### src/rtl/ioch_pkg.sv
package ioch_pkg;
  typedef enum logic [2:0] {
    ST_IDLE,
    ST_FETCH0,
    ST_FETCH1,
    ST_FETCH2,
    ST_FETCH3,
    ST_EXEC,
    ST_DONE
  } ioch_state_e;

  localparam int OPC_DEV2MEM = 1;
  localparam int OPC_MEM2DEV = 2;
  localparam int DESC_WORDS  = 4;
  localparam int FLAG_NOIRQ  = 0;
endpackage

### src/rtl/ioch_desc_store.sv
module ioch_desc_store #(
  parameter int DATA_W = 32,
  parameter int ADDR_W = 16,
  parameter int CNT_W  = 16,
  parameter int IDX_W  = 2
) (
  input  logic              clk,
  input  logic              rst,
  input  logic              cap_en,
  input  logic [IDX_W-1:0]  cap_idx,
  input  logic [DATA_W-1:0] cap_word,
  output logic [DATA_W-1:0] op_o,
  output logic [ADDR_W-1:0] buf_o,
  output logic [CNT_W-1:0]  cnt_o,
  output logic              noirq_o
);
  import ioch_pkg::*;

  always_ff @(posedge clk) begin
    if (rst) begin
      op_o    <= '0;
      buf_o   <= '0;
      cnt_o   <= '0;
      noirq_o <= 1'b0;
    end else if (cap_en) begin
      case (cap_idx)
        IDX_W'(0): op_o    <= cap_word;
        IDX_W'(1): buf_o   <= cap_word[ADDR_W-1:0];
        IDX_W'(2): cnt_o   <= cap_word[CNT_W-1:0];
        default:   noirq_o <= cap_word[FLAG_NOIRQ];
      endcase
    end
  end
endmodule

### src/rtl/ioch_walker.sv
module ioch_walker #(
  parameter int ADDR_W = 16,
  parameter int CNT_W  = 16
) (
  input  logic              clk,
  input  logic              rst,
  input  logic              load,
  input  logic [ADDR_W-1:0] base,
  input  logic [CNT_W-1:0]  count,
  input  logic              step,
  output logic [ADDR_W-1:0] cur_addr,
  output logic              last
);
  logic [CNT_W-1:0] rem_q;

  always_ff @(posedge clk) begin
    if (rst) begin
      cur_addr <= '0;
      rem_q    <= '0;
    end else if (load) begin
      cur_addr <= base;
      rem_q    <= count;
    end else if (step) begin
      cur_addr <= cur_addr + ADDR_W'(1);
      rem_q    <= rem_q - CNT_W'(1);
    end
  end

  assign last = (rem_q == CNT_W'(1));
endmodule

### src/rtl/ioch_channel.sv
module ioch_channel #(
  parameter int DATA_W = 32,
  parameter int ADDR_W = 16,
  parameter int DEV_W  = 3,
  parameter int CNT_W  = 16
) (
  input  logic              clk,
  input  logic              rst,
  input  logic              start_valid,
  input  logic [DEV_W-1:0]  start_dev,
  input  logic [ADDR_W-1:0] start_ptr,
  output logic              busy,
  output logic              irq,
  output logic              irq_err,
  output logic              mem_req,
  output logic              mem_we,
  output logic [ADDR_W-1:0] mem_addr,
  output logic [DATA_W-1:0] mem_wdata,
  input  logic              mem_ack,
  input  logic [DATA_W-1:0] mem_rdata,
  output logic [DEV_W-1:0]  dev_sel,
  output logic              dev_rd,
  input  logic [DATA_W-1:0] dev_rdata,
  output logic              dev_wr,
  output logic [DATA_W-1:0] dev_wdata
);
  import ioch_pkg::*;

  localparam int IDX_W = $clog2(DESC_WORDS);

  ioch_state_e       state_q;
  logic [ADDR_W-1:0] ptr_q;
  logic [IDX_W-1:0]  fidx;
  logic              in_fetch;
  logic              acked;
  logic [DATA_W-1:0] op_w;
  logic [ADDR_W-1:0] buf_w;
  logic [CNT_W-1:0]  cnt_w;
  logic              noirq_w;
  logic [ADDR_W-1:0] walk_addr;
  logic              walk_last;
  logic              op_d2m;
  logic              op_ok;

  always_comb begin
    case (state_q)
      ST_FETCH1: fidx = IDX_W'(1);
      ST_FETCH2: fidx = IDX_W'(2);
      ST_FETCH3: fidx = IDX_W'(3);
      default:   fidx = IDX_W'(0);
    endcase
  end

  assign in_fetch = (state_q == ST_FETCH0) || (state_q == ST_FETCH1) ||
                    (state_q == ST_FETCH2) || (state_q == ST_FETCH3);
  assign acked    = mem_req && mem_ack;
  assign op_d2m   = (op_w == DATA_W'(OPC_DEV2MEM));
  assign op_ok    = op_d2m || (op_w == DATA_W'(OPC_MEM2DEV));
  assign busy     = (state_q != ST_IDLE);
  assign dev_rd   = (state_q == ST_EXEC) && !mem_req && op_d2m;

  ioch_desc_store #(
    .DATA_W(DATA_W), .ADDR_W(ADDR_W), .CNT_W(CNT_W), .IDX_W(IDX_W)
  ) u_desc (
    .clk(clk), .rst(rst),
    .cap_en(in_fetch && acked), .cap_idx(fidx), .cap_word(mem_rdata),
    .op_o(op_w), .buf_o(buf_w), .cnt_o(cnt_w), .noirq_o(noirq_w)
  );

  ioch_walker #(.ADDR_W(ADDR_W), .CNT_W(CNT_W)) u_walk (
    .clk(clk), .rst(rst),
    .load((state_q == ST_FETCH3) && acked),
    .base(buf_w), .count(cnt_w),
    .step((state_q == ST_EXEC) && acked),
    .cur_addr(walk_addr), .last(walk_last)
  );

  always_ff @(posedge clk) begin
    if (rst) begin
      state_q   <= ST_IDLE;
      ptr_q     <= '0;
      dev_sel   <= '0;
      irq       <= 1'b0;
      irq_err   <= 1'b0;
      mem_req   <= 1'b0;
      mem_we    <= 1'b0;
      mem_addr  <= '0;
      mem_wdata <= '0;
      dev_wr    <= 1'b0;
      dev_wdata <= '0;
    end else begin
      irq    <= 1'b0;
      dev_wr <= 1'b0;
      case (state_q)
        ST_IDLE: begin
          if (start_valid) begin
            dev_sel <= start_dev;
            ptr_q   <= start_ptr;
            irq_err <= 1'b0;
            state_q <= ST_FETCH0;
          end
        end
        ST_FETCH0, ST_FETCH1, ST_FETCH2, ST_FETCH3: begin
          if (!mem_req) begin
            mem_req  <= 1'b1;
            mem_we   <= 1'b0;
            mem_addr <= ptr_q + ADDR_W'(fidx);
          end else if (mem_ack) begin
            mem_req <= 1'b0;
            case (state_q)
              ST_FETCH0: state_q <= ST_FETCH1;
              ST_FETCH1: state_q <= ST_FETCH2;
              ST_FETCH2: state_q <= ST_FETCH3;
              default: begin
                if (!op_ok) begin
                  irq_err <= 1'b1;
                  irq     <= 1'b1;
                  state_q <= ST_DONE;
                end else if (cnt_w == '0) begin
                  irq     <= !mem_rdata[FLAG_NOIRQ];
                  state_q <= ST_DONE;
                end else begin
                  state_q <= ST_EXEC;
                end
              end
            endcase
          end
        end
        ST_EXEC: begin
          if (!mem_req) begin
            mem_req  <= 1'b1;
            mem_we   <= op_d2m;
            mem_addr <= walk_addr;
            if (op_d2m) mem_wdata <= dev_rdata;
          end else if (mem_ack) begin
            mem_req <= 1'b0;
            if (!op_d2m) begin
              dev_wr    <= 1'b1;
              dev_wdata <= mem_rdata;
            end
            if (walk_last) begin
              irq     <= !noirq_w;
              state_q <= ST_DONE;
            end
          end
        end
        default: state_q <= ST_IDLE;
      endcase
    end
  end
endmodule

### config.mk
export PLATFORM = sky130hd
export DESIGN_NAME = ioch_channel
export DESIGN_NICKNAME = d
export VERILOG_FILES = /design/src/rtl/ioch_pkg.sv /design/src/rtl/ioch_desc_store.sv /design/src/rtl/ioch_walker.sv /design/src/rtl/ioch_channel.sv
export SDC_FILE = /design/constraint.sdc
export NUM_CORES = 1
export LEC_CHECK = 0
export ABC_AREA = 1
export CAP_MARGIN = 20
export CORE_UTILIZATION = 40
export CTS_CLUSTER_SIZE = 16
export DETAILED_ROUTE_END_ITERATION = 8
export PLACE_DENSITY = 0.71
export SYNTH_ARGS = -nofsm -noshare
export SYNTH_HDL_FRONTEND = slang
export SYNTH_SLANG_ARGS = --single-unit
### constraint.sdc
create_clock -name clk -period 2.12 [get_ports clk]
set_input_delay 0.636 -clock clk [delete_from_list [all_inputs] [get_ports clk]]
set_output_delay 0.636 -clock clk [all_outputs]
set_load 0.02 [all_outputs]
==> summary.txt <==
largest net degree at the start of global routing = 51
Hold Crit Depth = 2
min Tclk post-route = 2.40 ns
gr busiest metal = met2
switching share of power = 31.6%
Seq pwr share = 37.9%
hold endpoint = irq_err$_SDFFE_PP0P_
Synth area leaders = dfxtp_1 (46%), nor2_1 (9.4%), o21ai_0 (8.4%)
synth warn = 0
H-Tree Level Count = 1
syn_area_per_cell = 7.18 um2
largest fanout on the critical path = 2
Crit-path slowest cell = dfxtp_2
slack of the critical path = -0.280 ns
io pins = 177
Setup TNS Final = -0.280 ns
die height = 150 um
DR pass1 iterations = 5
PD cells = 949 nW/um2
Hold Path Origin = irq_err$_SDFFE_PP0P_
Yosys top cell area share = 46.3%
RePlAce Congestion = 0.852
Initial Util = 41.4%
Setup crit start = u_desc.op_o[2]$_SDFFE_PP0P_
R2R Setup Slk = 0.14 ns
Hold Path Class = flip-flop to flip-flop
layout cells sized above 1 = 13.0%
Leak = 5.81 nW
Hold Vio Cnt, Final = 0
clk_lat worst skew = 0.52 ns
relative slew slack = 60.4%
post-route cell area = 12400 um2
worst-margin pin slew = 0.595 ns
CTS tree = built
final setup fails = 1
Peak Freq = 417 MHz
Post-Place Cell Area = 11300 um2
WP data required = 1.48 ns
full die area = 22600 um2
routing usage on met3 = 4.09%
root buf cell = clkbuf_16
clock slew at reported path FFs = 0.06 ns
CP Capture Type = output pin
Post-synth EDFFs = 0
first-pass GRT wire length = 39900 um
Ant. Diodes = 0
Post-synth top flop = dfxtp_1
Synthesized Nets = 1321
WHS = 0.450 ns
async set-reset flop share out of synthesis = 0%
GRT overflow = 0
M1 GR Usage = 28.9%
fin. max-slew vios = 0
routed len/inst = 14.4 um
DRC Markers = 0
# Max-Cap Violations = 0
CTS Buf Count = 23
P_sw = 0.00372 W
Netlist cell types = 40
Longest Clk Path Bufs = 3
post-synthesis sequential area ratio = 46.3%
clock share of power = 34.1%
CP cell instances = nor2_4 > nand3_2 > nor2_2 > nand2_2 > nor2_4 > nand2_2 > nor2_4 > buf_6
Worst VDD drop = 0.476 mV
Tcrit/Tclk final = 113%
commonest non-fill, non-tap cells in the layout = nor2_1 (206), dfxtp_1 (193), nand2_1 (169)
Worst R2R Path Depth = 16
final net count = 1541
detailed-route via count = 8843
RSZ-0062 raised after global routing = yes
CP dominant cell by count = nor2_4
final cell utilization of the core = 58.3%
FF-to-FF End = mem_addr[10]$_SDFFE_PP0P_
core area = 21300 um2
violated checks = setup timing
Area Overhead vs Synth = 40.7%
Crit Path Category = flip-flop to output pin
Internal = 0.00806 W
Setup WS pre-CTS = -0.252 ns
critical path's largest stage delay = 0.34 ns
cts hold-fix bufs = 0
initial antenna violation count = 0
HPWL Detailed = 17600 um
Final Skew = 0.0115 ns
met2 GRT Util = 35.9%
drt total wl = 25100 um
leading area contributor after synthesis = dfxtp_1
Row Count = 53
Worst setup SP type = flip-flop
vias per cell = 5.09
die width = 150 um
arrival time worst endpoint = 1.76 ns
DR iter-0 viols = 526
clock sink total = 204
RR Startpoint = state_q[2]$_SDFFE_PP0P_
All-Layer GR Usage = 21.7%
Logic pwr share = 28.0%
Post-Synthesis Cells = 1228
area of the mapped netlist = 8820 um2
Buffers on Ports = 176
#FFs+latches synth = 204
commonest non-fill, non-tap cell in the layout = nor2_1
status = finished, violations left
vias in the first global route = 8241
Antenna Nets Post-Route = 0
worst max path at each step:
stage                                     to  slack, ns  cells after the start
global placement                      dev_rd      -0.21                      8
floorplan           mem_addr[8]$_SDFFE_PP0P_       0.09                     15
CTS                                   dev_rd      -0.26                      8
finish                                dev_rd      -0.28                      8
global route                          dev_rd      -0.38                      8
detailed placement                    dev_rd      -0.25                      8
layout make-up:
cell class	count	area, um2
clock buffer	32	689
clock inverter	9	91.3
fill	1941	8870
inverter	102	392
multi-input combinational	855	4190
sequential	204	4100
tap	275	344
timing repair buffer	262	2600
sequential cells by signal (all words and copies together) (netlist names), 3 cells and up:
register	cells
u_desc.buf_o	16
mem_addr	16
u_desc.op_o	32
u_walk.cur_addr	16
dev_sel	3
mem_wdata	32
state_q	3
u_walk.rem_q	16
ptr_q	16
dev_wdata	32
u_desc.cnt_o	16
routing by layer:
layer	vias up	wire length (um)	part of all wire (%)
li1	4495	-	-
met1	4051	11200	45
met2	257	11900	47
met3	40	1520	6.0
met4	0	511	2.0
met5	-	0	0
metrics by stage:
step / instances / power (W)
final: 1739 / 0.0118
after global routing: 1739 / 0.0124
after CTS: 1731 / 0.0116
after detailed placement: 1681 / 0.00750
after global placement: 1681 / 0.00745
after floorplan: 1228 / 0.00618
worst max-delay path: cells and delay by family (launching register included):
kind	cells	cell delay, ns
flip-flops	1	0.34
buffers and inverters	1	0.13
AND/OR/NAND/NOR	7	0.77
power groups by stage:
stage / clock (W) / combinational, W / sequential, W
after floorplan: 0 / 0.00152 / 0.00466
after global placement: 0 / 0.00295 / 0.00450
after detailed placement: 0 / 0.00299 / 0.00451
after CTS: 0.00409 / 0.00313 / 0.00443
after global routing: 0.00426 / 0.00366 / 0.00450
final: 0.00401 / 0.00330 / 0.00446
cell families (layout without fill, tap and decap cells):
group                    count (synthesis)  in the layout  share of synthesized area, %
AO/OA/AOI/OAI                          314            314                          18.7
adder cells (fa/ha/maj)                  6              6                         0.936
flip-flops                             204            204                          46.3
buffers and inverters                  169            405                          7.80
AND/OR/NAND/NOR                        517            517                          24.4
XOR/XNOR                                18             18                          1.79
what timing repair did:
| item | CTS | global route |
|---|---|---|
| setup buffers | 9 | 8 |
| pin swaps | 5 | 29 |
| setup endpoints to repair | 41 | 54 |
| gates resized for setup | 58 | 87 |
Yosys cell counts (3+ instances only):
master    instances
inv_1            95
dfxtp_1         204
nand4_1           8
nor2_1          220
ha_1              5
o22ai_1           4
nand3b_1          4
nor2_2            3
nor3_1           41
a22oi_1          11
a211oi_1          3
o21ai_0         148
clkbuf_1         44
inv_2             4
a21oi_1         114
buf_4             4
a31oi_1          12
xor2_1           13
nand3_1          55
o21ai_1          15
buf_2            15
nand2_1         178
xnor2_1           5
No activity file was read; power rests on OpenSTA's default activity.
